===== config.mk =====
export PLATFORM = sky130hd
export DESIGN_NAME = manch_rx_recover
export DESIGN_NICKNAME = d
export VERILOG_FILES = /design/src/rtl/manch_rx_pkg.sv /design/src/rtl/manch_rx_window.sv /design/src/rtl/manch_rx_edge_det.sv /design/src/rtl/manch_rx_tracker.sv /design/src/rtl/manch_rx_recover.sv
export SDC_FILE = /design/constraint.sdc
export NUM_CORES = 1
export LEC_CHECK = 0
export ABC_AREA = 0
export ABC_CLOCK_PERIOD_IN_PS = 3300
export BUFFER_PORTS_ARGS = -buffer_cell sky130_fd_sc_hd__buf_2
export CORE_ASPECT_RATIO = 0.7
export CORE_MARGIN = 10
export CORE_UTILIZATION = 45
export CTS_CLUSTER_SIZE = 10
export DETAILED_ROUTE_END_ITERATION = 10
export PLACE_DENSITY_LB_ADDON = 0.08
export SLEW_MARGIN = 20
export SYNTH_ARGS = -nofsm -noshare
export SYNTH_HDL_FRONTEND = slang
export SYNTH_SLANG_ARGS = --single-unit

===== constraint.sdc =====
create_clock -name clk -period 3.3 [get_ports clk]
set_clock_uncertainty 0.1 [all_clocks]
set_input_delay 0.33 -clock clk [delete_from_list [all_inputs] [get_ports clk]]
set_output_delay 0.33 -clock clk [all_outputs]
set_load 0.03 [all_outputs]

===== src/rtl/manch_rx_pkg.sv =====
// Shared types for the Manchester receiver.
// Assumes nothing beyond a single clock domain.
package manch_rx_pkg;

    // Tracking state: searching, acquiring (counting spaced hits), locked
    typedef enum logic [1:0] {
        TRK_SEARCH  = 2'd0,
        TRK_ACQUIRE = 2'd1,
        TRK_TRACK   = 2'd2
    } trk_state_t;

endpackage


===== src/rtl/manch_rx_window.sv =====
// Sliding sample window: the newest line sample enters at the MSB and the
// older samples move one place toward bit 0 on each clock.
// Assumes the line input is already synchronous to clk.
module manch_rx_window #(
    parameter int N = 10
) (
    input  logic         clk,
    input  logic         rst_n,
    input  logic         rx_line,
    output logic [N-1:0] win
);

    // Shift the window right, inserting the new sample at the top
    always_ff @(posedge clk) begin
        if (!rst_n) win <= '0;
        else        win <= {rx_line, win[N-1:1]};
    end

endmodule


===== src/rtl/manch_rx_edge_det.sv =====
// Centre-transition detector: flags a window whose older half is uniform and
// whose newer half is uniform at the opposite level.
// Assumes N is even, so the two halves are the same size.
module manch_rx_edge_det #(
    parameter int N = 10
) (
    input  logic [N-1:0] win,
    output logic         edge_seen,
    output logic         new_level
);

    localparam int HALF = N / 2;

    logic [HALF-1:0] older_half;
    logic [HALF-1:0] newer_half;

    // Split the window and test both uniform-halves patterns
    always_comb begin
        older_half = win[HALF-1:0];
        newer_half = win[N-1:HALF];
        edge_seen  = ((&older_half) && !(|newer_half)) ||
                     (!(|older_half) && (&newer_half));
        new_level  = win[N-1];
    end

endmodule


===== src/rtl/manch_rx_tracker.sv =====
// Bit-timing tracker: acquires lock from evenly spaced centre transitions,
// then free-runs a phase counter, decodes one bit per period and drops lock
// after too many consecutive missing transitions.
// Assumes edge_seen/new_level come combinationally from the current window.
module manch_rx_tracker
    import manch_rx_pkg::*;
#(
    parameter int N          = 10,
    parameter int LOCK_HITS  = 3,
    parameter int MISS_LIMIT = 4
) (
    input  logic clk,
    input  logic rst_n,
    input  logic edge_seen,
    input  logic new_level,
    output logic rec_data,
    output logic rec_clk,
    output logic rec_strobe
);

    localparam int PW = $clog2(N);
    localparam int HW = $clog2(LOCK_HITS + 1);
    localparam int MW = $clog2(MISS_LIMIT + 1);
    localparam logic [PW-1:0] PH_LAST = PW'(N - 1);
    localparam logic [PW-1:0] PH_MID  = PW'(N / 2);
    localparam logic [HW-1:0] HIT_DONE = HW'(LOCK_HITS - 1);
    localparam logic [MW-1:0] MISS_DONE = MW'(MISS_LIMIT - 1);

    trk_state_t    state;
    logic [PW-1:0] phase;
    logic [HW-1:0] hits;
    logic [MW-1:0] misses;
    logic          at_mark;
    logic          locked;

    // Expected centre-transition point of the current bit period
    assign at_mark = (phase == PH_LAST);

    // State, phase, hit/miss counters and decoded bit
    always_ff @(posedge clk) begin
        if (!rst_n) begin
            state    <= TRK_SEARCH;
            phase    <= '0;
            hits     <= '0;
            misses   <= '0;
            rec_data <= 1'b0;
        end else begin
            case (state)
                TRK_SEARCH: begin
                    if (edge_seen) begin
                        state <= TRK_ACQUIRE;
                        phase <= '0;
                        hits  <= HW'(1);
                    end
                end
                TRK_ACQUIRE: begin
                    if (edge_seen) begin
                        phase <= '0;
                        if (at_mark) begin
                            hits <= hits + 1'b1;
                            if (hits == HIT_DONE) begin
                                state    <= TRK_TRACK;
                                misses   <= '0;
                                rec_data <= ~new_level;
                            end
                        end else begin
                            hits <= HW'(1);
                        end
                    end else if (at_mark) begin
                        state <= TRK_SEARCH;
                    end else begin
                        phase <= phase + 1'b1;
                    end
                end
                TRK_TRACK: begin
                    if (at_mark) begin
                        phase    <= '0;
                        rec_data <= ~new_level;
                        if (edge_seen)               misses <= '0;
                        else if (misses == MISS_DONE) state <= TRK_SEARCH;
                        else                         misses <= misses + 1'b1;
                    end else begin
                        phase <= phase + 1'b1;
                    end
                end
                default: state <= TRK_SEARCH;
            endcase
        end
    end

    // Bit clock and centre strobe, both gated by lock
    always_comb begin
        locked     = (state == TRK_TRACK);
        rec_clk    = locked && (phase >= PH_MID);
        rec_strobe = locked && (phase == PH_MID);
    end

endmodule


===== src/rtl/manch_rx_recover.sv =====
// Top of the Manchester receiver: sample window, centre-transition detector
// and bit-timing tracker.
// Assumes rx_line is synchronous to clk and carries N samples per bit.
module manch_rx_recover #(
    parameter int N          = 10,
    parameter int LOCK_HITS  = 3,
    parameter int MISS_LIMIT = 4
) (
    input  logic         clk,
    input  logic         rst_n,
    input  logic         rx_line,
    output logic [N-1:0] sample_win,
    output logic         rec_data,
    output logic         rec_clk,
    output logic         rec_strobe
);

    logic edge_seen;
    logic new_level;

    manch_rx_window #(.N(N)) u_window (
        .clk     (clk),
        .rst_n   (rst_n),
        .rx_line (rx_line),
        .win     (sample_win)
    );

    manch_rx_edge_det #(.N(N)) u_edge (
        .win       (sample_win),
        .edge_seen (edge_seen),
        .new_level (new_level)
    );

    manch_rx_tracker #(
        .N          (N),
        .LOCK_HITS  (LOCK_HITS),
        .MISS_LIMIT (MISS_LIMIT)
    ) u_tracker (
        .clk        (clk),
        .rst_n      (rst_n),
        .edge_seen  (edge_seen),
        .new_level  (new_level),
        .rec_data   (rec_data),
        .rec_clk    (rec_clk),
        .rec_strobe (rec_strobe)
    );

endmodule


==> results of run 1 <==
## where the power goes
| group | total (W) | leakage [nW] | internal, W | switching [W] |
|---|---|---|---|---|
| Sequential | 0.000269 | 0.178 | 0.000267 | 0.00000213 |
| Clock | 0.000198 | 0.0288 | 0.000106 | 0.0000914 |
| Combinational | 0.0000149 | 0.331 | 0.00000497 | 0.00000988 |
## per-stage QoR
stage          setup slack (ns)  hold slack (ns)  instance area (sq um)  cells
6_report                   1.12            0.167                   1350    182
4_1_cts                    1.14            0.162                   1350    182
3_5_place_dp               1.16            0.365                   1300    178
2_1_floorplan              1.19            0.349                   1210    133
3_3_place_gp               1.22            0.361                   1300    178
5_1_grt                   0.975            0.171                   1350    182
## cell families after synthesis
kind of cell               Yosys count  synth area share
and+or+nand+nor                     55             0.280
DFF                                 22             0.363
AOI/OAI and AO/OA                   30             0.182
buffers and inverters               15            0.0638
adders and majority gates           10             0.103
muxes                                1           0.00824
## metal layers
layer | GRT usage | wire, um
met5 | 0 | 0
met2 | 0.149 | 1120
met3 | 0.0382 | 124
met4 | 0.0148 | 8
met1 | 0.140 | 1330
## area by class of cell
cell class / instances / share of cell area
repair buffers: 15 / 0.0556
well taps: 34 / 0.0315
flip-flops and latches: 22 / 0.326
multi-input cells: 96 / 0.516
inverters: 11 / 0.0306
clock buffers: 4 / 0.0407
## registers in the layout (all words and copies together) (netlist names)
name,flops
u_tracker.hits,2
u_tracker.misses,3
u_tracker.phase,4
u_tracker.rec_data,1
u_tracker.state,2
u_window.win,10
## placed cells by master (no fill, tap or decap), types with 2 or more instances in the layout
cell type | Yosys | final
ha_1 | 10 | 10
and2_1 | 9 | 9
o21ai_0 | 5 | 5
clkbuf_8 | 1 | 4
nor3_1 | 2 | 2
nand2b_1 | 2 | 2
buf_2 | 0 | 15
nand3b_1 | 2 | 2
a31oi_1 | 3 | 3
dfxtp_1 | 22 | 22
or4_1 | 3 | 3
or3_1 | 2 | 2
nand3_1 | 8 | 8
nand4b_1 | 2 | 2
nand4_1 | 2 | 2
inv_1 | 10 | 10
a311oi_1 | 2 | 2
o31ai_1 | 2 | 2
a31oi_4 | 2 | 2
nand2_1 | 9 | 9
a21oi_1 | 10 | 10
nor2_1 | 4 | 4
## how the worst max path moves through the flow
stage                                          startpoint                               end  slack, ns  cells after the start
after global placement         u_window.win[5]$_SDFF_PN0_   u_tracker.state[0]$_SDFFE_PN0P_       1.22                      5
after CTS                 u_tracker.state[1]$_SDFFE_PN0P_  u_tracker.misses[2]$_SDFFE_PN0P_       1.14                      6
after detailed placement  u_tracker.state[1]$_SDFFE_PN0P_  u_tracker.misses[1]$_SDFFE_PN0P_       1.16                      6
final                     u_tracker.state[1]$_SDFFE_PN0P_  u_tracker.misses[1]$_SDFFE_PN0P_       1.12                      6
after global routing      u_tracker.state[1]$_SDFFE_PN0P_   u_tracker.phase[2]$_SDFFE_PN0P_       0.97                      6
after floorplan                u_window.win[5]$_SDFF_PN0_   u_tracker.state[1]$_SDFFE_PN0P_       1.19                      6
==> results_dict.tcl, run 1 <==
set metrics [dict create \
    outcome "finished, final reports clean" \
    clk_latency_ns 0.27 \
    synth_ff_type "dfxtp_1" \
    regToRegStartpoint "u_tracker.state[1]$_SDFFE_PN0P_" \
    synthCells 133 \
    finalMaxSlewViolations 0 \
    reg2reg_to "u_tracker.misses[1]$_SDFFE_PN0P_" \
    die_h_um 63.5 \
    setup_tns_ns 0 \
    cts_setup_buffers 0 \
    hold_viol 0 \
    start_util 0.483 \
    synth_cell_type_count 42 \
    port_buffers 15 \
    multiInputGateArea_sq_um 697 \
    drt_iter0_drc 46 \
    cts-resized-gates 0 \
    worstHoldPathType "input port to flop" \
    nNetsFinal 162 \
    synth_fp_nets 146 \
    ys_top_cells_by_count "dfxtp_1, a21oi_1, ha_1, inv_1" \
    required_ns 3.40 \
    rsz0062_at_grt "false" \
    p_leak_nw 0.537 \
    drv_cap 0 \
    hp-start "rx_line" \
    setup_violations 0 \
    route.detailed.drc 0 \
    regArea_sq_um 440 \
    cts.sinks 22 \
    total_power_w 0.000482 \
    yosys.area.top_type_share 0.363 \
    routedWlPerCell_um 14.2 \
    rows 15 \
    crit_slowest_cell "or4_1" \
    hpwl_um 1950 \
    maxSlewHeadroom 0.488 \
    critPathKind "flop to flop" \
    antenna_found_initial 0 \
    die-width_um 82.1 \
    path_buf_inv 1 \
    cp-end-kind "flop" \
    firstDrtPassIters 4 \
    fillerInstances 246 \
    synth.largest_area_cell "dfxtp_1" \
    vias_per_cell 5.51 \
    powerDensity_mw_per_mm2 357 \
    track_usage 0.102 \
    yosys-top-cells-area "dfxtp_1, ha_1, and2_1" \
    yosysWarnings 0 \
    critPathArrivalTime_ns 2.28 \
    cpMostUsedCell "a21oi_1" \
    layout_min_cycle_time_ns 2.18 \
    path_delay_family "compound AO/OA/AOI/OAI gates" \
    cts_buffers 3 \
    crit_path_start_kind "flop" \
    holdBufCountCts 0 \
    final_core_util 0.537 \
    ios 16 \
    drive_above_1_share 0.203 \
    fin_crit_sh 0.662 \
    holdPathStages 2 \
    core_area_sq_mm 0.00251 \
    drt_wl_total_um 2580 \
    tightestPinTransition_ns 0.761 \
    rr_worst_depth 6 \
    critPathMaxStageDelay_ns 0.57 \
    cts_tree "built" \
    crit_chain "inv_1 > ha_1 > a21oi_1 > o21ai_0 > or4_1 > a21oi_1" \
    ys_ff_latch 22 \
    antenna_cells 0 \
    ir_drop_mv 0.251 \
    place.gp.congestion 0.785 \
    clk_transition_reported_paths_ns 0.08 \
    grt_max_degree 16 \
    grt_pass1_vias 964 \
    overflow 0 \
    cts_root_buf "clkbuf_8" \
    cp_max_fo 12 \
    fmaxAchievable_mhz 458 \
    clockBufferDepth 2 \
    holdPathEnd "u_window.win[9]$_SDFF_PN0_" \
    reg2reg_setup_slack_ns 1.12 \
    vias 1003 \
    ant_nets 0 \
    ys_seq_area_frac 0.363 \
    grt_first_pass_wirelength_um 4350 \
    area_delta_synth_final_pct 11.2 \
    ctsHtreeMaxLevel 1 \
    yosysMostFrequentCell "dfxtp_1" \
    syn_area_sq_mm 0.00121 \
    dieArea_sq_mm 0.00521 \
    synth_edf_count 0 \
    async_reset_ff_frac 0 \
    synth_area_per_cell_sq_um 9.13 \
]
Note: power is estimated with default switching activity, not from simulation.
==> inputs of run 2 (changes only) <==
Settings changed: ABC_AREA 0 to 1, ABC_CLOCK_PERIOD_IN_PS 3300 to 1900.
Clock period 3.3 ns to 1.9 ns, I/O delays scaled along.
==> run 2 against run 1 <==
- register-to-register slack worse by 0.99 ns
- area after synthesis grew 9.6%
- count of clock-buffer cells in the layout did not move
- sequential power up 74%
- final area up 13%
- first-iteration DRC count grew 85%
- clock power increased by 71%
- synthesized cell count up 47%
- non-clock buffer count grew 3
- sequential cell count unchanged
==> results_dict.tcl, run 2 <==
set metrics [dict create \
    p_leak_nw 0.736 \
    drv_cap 0 \
    setup_tns_ns 0 \
    place.gp.congestion 0.830 \
    synthAdderAreaFrac 0.0940 \
    fmaxAchievable_mhz 550 \
    synth_cell_type_count 28 \
    cp_max_fo 4 \
    ctsHtreeMaxLevel 1 \
    maxSlewHeadroom 0.768 \
    rows 16 \
    cp.depth 5 \
    synth_top_family_by_area "simple AND/OR/NAND/NOR gates" \
    vias 1188 \
    final_core_util 0.542 \
    worstHoldPathType "input port to flop" \
    start_util 0.472 \
    grt_pass1_vias 1143 \
    top_regs "u_window.win (10), u_tracker.phase (4), u_tracker.misses (3)" \
    synthSimpleGateAreaFrac 0.385 \
    firstDrtPassIters 4 \
    powerDensity_mw_per_mm2 552 \
    setup_violations 0 \
    area_delta_synth_final_pct 14.8 \
    clk_latency_ns 0.26 \
    cts_root_buf "clkbuf_8" \
    ys_ff_latch 22 \
    tightestPinTransition_ns 0.349 \
    fin_crit_sh 0.956 \
    critPathMaxStageDelay_ns 0.35 \
    route.detailed.drc 0 \
    grt_max_degree 19 \
    drt_iter0_drc 85 \
    grt_first_pass_wirelength_um 4950 \
    rr_worst_depth 10 \
    ir_drop_mv 0.331 \
    routedWlPerCell_um 11.5 \
    hpwl_um 2260 \
    outcome "finished, final reports clean" \
    place_area_sq_mm 0.00144 \
    synth_area_per_cell_sq_um 6.79 \
    crit_path_start_kind "flop" \
    drt_wl_total_um 2880 \
    dieArea_sq_mm 0.00557 \
    nNetsFinal 229 \
    total_power_w 0.000843 \
    cts.sinks 22 \
    antenna_found_initial 0 \
    layout_common_cells "nand2_1, inv_1, nor2_1, dfxtp_1, buf_2" \
    synth.largest_area_cell "dfxtp_1" \
    critPathKind "flop to output port" \
    async_reset_ff_frac 0 \
    yosys.area.top_type_share 0.331 \
    synth_mux_area_frac 0 \
    registers.top_by_ff_count "u_window.win" \
    crit_slowest_cell "dfxtp_2" \
    crit_chain "inv_1 > ha_1 > or2_2 > a31oi_1 > clkbuf_4" \
    track_usage 0.107 \
    yosysMostFrequentCell "nand2_1" \
    synth_compound_area_frac 0.0686 \
    largest_reg_flops 10 \
    overflow 0 \
    synth_edf_count 0 \
    synth_fp_nets 209 \
    clockBufferDepth 2 \
    hold_viol 0 \
    cts_tree "built" \
    finalMaxSlewViolations 0 \
    ys_top_cells_by_count "nand2_1, inv_1, dfxtp_1" \
    stdcell_area_sq_mm 0.00153 \
    core_area_sq_mm 0.00282 \
    required_ns 1.61 \
    die_h_um 65.5 \
    yosysWarnings 0 \
    dp.cells 245 \
    antenna_cells 0 \
    rsz0062_at_grt "true" \
    path_buf_inv 2 \
    ys_seq_area_frac 0.331 \
    cp-end-kind "output port" \
    ios 16 \
    instances_no_fill 251 \
    drive_above_1_share 0.209 \
    vias_per_cell 4.73 \
    port_buffers 15 \
    layout_commonest_cell "nand2_1" \
    yosys-top-cells-area "dfxtp_1, nand2_1, ha_1" \
    ant_nets 0 \
    path_delay_family "flip-flops" \
    cts_buffers 3 \
    reg2reg_setup_slack_ns 0.13 \
    syn_area_sq_mm 0.00133 \
    holdPathStages 3 \
    critPathArrivalTime_ns 1.53 \
    synth_ff_type "dfxtp_1" \
    layout_min_cycle_time_ns 1.82 \
    clk_transition_reported_paths_ns 0.08 \
    synthCells 196 \
    synth_xor_area_frac 0 \
    die-width_um 85.0 \
]
==> run 2: cell count changes in the layout (fill, tap and decap cells not counted), sizes merged, moves of 4 or more <==
cell   delta
or4       -4
nor2     +20
inv      +28
and2     -10
a31oi     -4
nand2    +50
nand3     +4
nor3      +4
==> run 2: layout make-up <==
| class | count | area (sq um) |
|---|---|---|
| timing repair buffer | 18 | 103 |
| clock buffer | 4 | 55.1 |
| tap | 36 | 45.0 |
| multi-input combinational | 133 | 737 |
| fill | 272 | 1290 |
| inverter | 38 | 145 |
| sequential | 22 | 444 |
==> run 2: cells by family (layout without fill, tap and decap cells) <==
logic type               after synthesis  after routing
buffers and inverters                 41             60
flip-flops                            22             22
AO/OA/AOI/OAI                         16             16
adder cells (fa/ha/maj)               10             10
AND/OR/NAND/NOR                      107            107
==> run 2: through the flow <==
stage / setup WS (ns) / hold slack, ns
floorplan: 0.233 / 0.188
global placement: 0.178 / 0.273
detailed placement: 0.110 / 0.275
CTS: 0.0399 / 0.200
global route: -0.0139 / 0.231
finish: 0.0827 / 0.207
==> run 2: report_power, final <==
| group | switching [W] | total [W] | internal, W | leakage, nW |
|---|---|---|---|---|
| registers | 0.00000482 | 0.000469 | 0.000464 | 0.179 |
| logic | 0.0000251 | 0.0000360 | 0.0000109 | 0.528 |
| clock network | 0.000154 | 0.000339 | 0.000185 | 0.0288 |
| total | 0.000184 | 0.000843 | 0.000660 | 0.736 |
==> run 2: what timing repair did <==
item | CTS | global route
buffers inserted | 0 | 1
endpoints found under the hold margin | 1 | 0
resized for setup | 0 | 6
hold buffers | 1 | 0
endpoints found under the setup margin | 0 | 6
==> run 2: worst paths after layout <==
kind                                           end                       startpoint
setup / recovery                           rec_clk  u_tracker.phase[0]$_SDFFE_PN0P_
hold / removal          u_window.win[9]$_SDFF_PN0_                            rst_n
setup reg to reg  u_tracker.misses[0]$_SDFFE_PN0P_  u_tracker.state[0]$_SDFFE_PN0P_
hold reg to reg         u_window.win[0]$_SDFF_PN0_       u_window.win[1]$_SDFF_PN0_
==> run 2: routing by layer <==
| layer | share of wire | global-route usage | vias to the layer above |
|---|---|---|---|
| met5 | 0 | 0 | - |
| met4 | 0.0042 | 0.0389 | 0 |
| met3 | 0.051 | 0.0357 | 2 |
| met2 | 0.42 | 0.156 | 25 |
| met1 | 0.52 | 0.141 | 524 |
| li1 | - | - | 637 |
==> run 2: tightest hold or removal path: cells and delay by family <==
kind	cells	cell delay, ns
buffers and inverters	2	0.25
and+or+nand+nor	1	0.09
==> inputs of run 3 (changes only) <==
Settings changed: ABC_AREA 1 to default, PLACE_DENSITY from default to 0.67, PLACE_DENSITY_LB_ADDON 0.08 to default.
==> run 3 against run 2 <==
- the flow now finishes with violations (setup timing)
- via count fell by 3.4%
- final area rose by 5.2%
- sequential cell count unchanged
- final cell count shrank 17%
- highest routed layer unchanged
- critical endpoint is now u_tracker.misses[1]$_SDFFE_PN0P_
- sequential share of layout area fell by 1.0 points
- first-iteration DRC count fell by 8.2%
- largest power group unchanged
- total power down 0.47%
- fmax shrank 9.0%
==> results_dict.tcl, run 3 (synthesized netlist as in run 1, its figures left out) <==
set metrics [dict create \
    outcome "finished with violations" \
    violations "setup timing" \
    ctsHtreeMaxLevel 1 \
    largest_reg_flops 10 \
    ir_drop_mv 0.552 \
    cts.sinks 22 \
    drt_iter0_drc 78 \
    fillerInstances 222 \
    rows 15 \
    registers.top_by_ff_count "u_window.win" \
    finalMaxSlewViolations 0 \
    top_regs "u_window.win (10), u_tracker.phase (4), u_tracker.misses (3)" \
    rsz0062_at_grt "true" \
    critPathArrivalTime_ns 2.09 \
    fin_crit_sh 1.05 \
    rr_worst_depth 5 \
    crit_path_end "u_tracker.misses[1]$_SDFFE_PN0P_" \
    route.detailed.drc 0 \
    grt_pass1_vias 1104 \
    layout_setup_ws_ns -0.0981 \
    antenna_found_initial 0 \
    maxSlewHeadroom 0.733 \
    area_delta_synth_final_pct 32.3 \
    crit_chain "or4_4 > nor3_4 > nor3_2 > or4_1 > a21oi_1" \
    die_h_um 63.5 \
    grt_max_degree 16 \
    path_delay_family "simple AND/OR/NAND/NOR gates" \
    path_buf_inv 0 \
    crit_path_start_kind "flop" \
    core_area_sq_mm 0.00251 \
    firstDrtPassIters 4 \
    dieArea_sq_mm 0.00521 \
    critPathKind "flop to flop" \
    cp_max_fo 4 \
    powerDensity_mw_per_mm2 522 \
    place_area_sq_mm 0.00149 \
    clockBufferDepth 2 \
    grt_first_pass_wirelength_um 5190 \
    drive_above_1_share 0.400 \
    cp-end-kind "flop" \
    hpwl_um 2440 \
    routedWlPerCell_um 15.2 \
    reg2reg_to "u_tracker.misses[1]$_SDFFE_PN0P_" \
    reg2reg_setup_slack_ns -0.1 \
    final_core_util 0.639 \
    vias_per_cell 5.49 \
    startpoint "u_window.win[8]$_SDFF_PN0_" \
    regArea_sq_um 450 \
    antenna_cells 0 \
    layout_common_cells "buf_4, dfxtp_1, buf_2" \
    clk_transition_reported_paths_ns 0.08 \
    regToRegStartpoint "u_window.win[8]$_SDFF_PN0_" \
    cts_buffers 3 \
    overflow 0 \
    crit_slowest_cell "or4_4" \
    drt_wl_total_um 3180 \
    setup_violations 12 \
    required_ns 2.00 \
    tightestPinTransition_ns 0.396 \
    start_util 0.483 \
    cts_tree "built" \
    vias 1148 \
    fmaxAchievable_mhz 500 \
    ios 16 \
    place.gp.congestion 0.847 \
    worstHoldPathType "input port to flop" \
    stdcell_area_sq_mm 0.00161 \
    layout_min_cycle_time_ns 2.00 \
    critPathMaxStageDelay_ns 0.53 \
    cts_root_buf "clkbuf_8" \
    p_leak_nw 0.695 \
    layout_commonest_cell "buf_4" \
    cp.depth 5 \
    multiInputGateArea_sq_um 741 \
    ant_nets 0 \
    hold_viol 0 \
    die-width_um 82.1 \
    nNetsFinal 189 \
    drv_cap 0 \
    track_usage 0.122 \
    port_buffers 15 \
    clk_latency_ns 0.26 \
]
==> run 3: changes by cell type in the layout (fill, tap and decap cells not counted), sizes merged, moves of 10 or more <==
cell,change
and2,+10
buf,+26
inv,-28
nand2,-50
nor2,-20
==> run 3: metal layers <==
metal	up-vias	share of wire	GRT usage
met2	32	0.46	0.189
met5	-	0	0
met1	547	0.47	0.162
li1	567	-	-
met4	0	0.0060	0.0297
met3	2	0.060	0.0326
==> run 3: cell type report <==
| type | count | share of cell area |
|---|---|---|
| Tap cell | 34 | 0.0265 |
| Multi-Input combinational cell | 96 | 0.461 |
| Sequential cell | 22 | 0.280 |
| Timing Repair Buffer | 42 | 0.173 |
| Clock buffer | 4 | 0.0342 |
| Inverter | 11 | 0.0257 |
==> run 3: power by group <==
part / internal [W] / total (W) / switching [W]
registers: 0.000462 / 0.000464 / 0.00000186
clock network: 0.000185 / 0.000342 / 0.000157
logic: 0.0000122 / 0.0000339 / 0.0000217
==> run 3: worst min-delay path by stage <==
stage                     startpoint                          to  slack [ns]  cells past startpoint
after global routing         rx_line  u_window.win[9]$_SDFF_PN0_        0.03                      2
after CTS                    rx_line  u_window.win[9]$_SDFF_PN0_        0.04                      2
final                        rx_line  u_window.win[9]$_SDFF_PN0_        0.04                      2
after floorplan                rst_n  u_window.win[0]$_SDFF_PN0_        0.22                      1
after global placement       rx_line  u_window.win[9]$_SDFF_PN0_        0.30                      2
after detailed placement     rx_line  u_window.win[9]$_SDFF_PN0_        0.31                      2
==> run 3: timing repair <==
| action | 4_1_cts | 5_1_grt |
|---|---|---|
| setup endpoints to repair | 12 | 12 |
| endpoints found under the hold margin | 0 | 0 |
| setup buffers | 2 | 0 |
| resized for setup | 7 | 4 |
| pin swaps | 6 | 1 |
| hold buffers | 0 | 0 |
==> run 3: through the flow <==
| step | total power (W) | worst slack, ns | setup TNS [ns] | hold WS [ns] | std cells |
|---|---|---|---|---|---|
| floorplan | 0.000495 | -0.118 | -0.736 | 0.217 | 133 |
| global placement | 0.000507 | -0.181 | -1.42 | 0.299 | 203 |
| detailed placement | 0.000508 | -0.237 | -2.05 | 0.309 | 203 |
| CTS | 0.000842 | -0.105 | -0.659 | 0.0354 | 209 |
| global route | 0.000869 | -0.173 | -1.58 | 0.0346 | 209 |
| finish | 0.000839 | -0.0981 | -0.663 | 0.0363 | 209 |
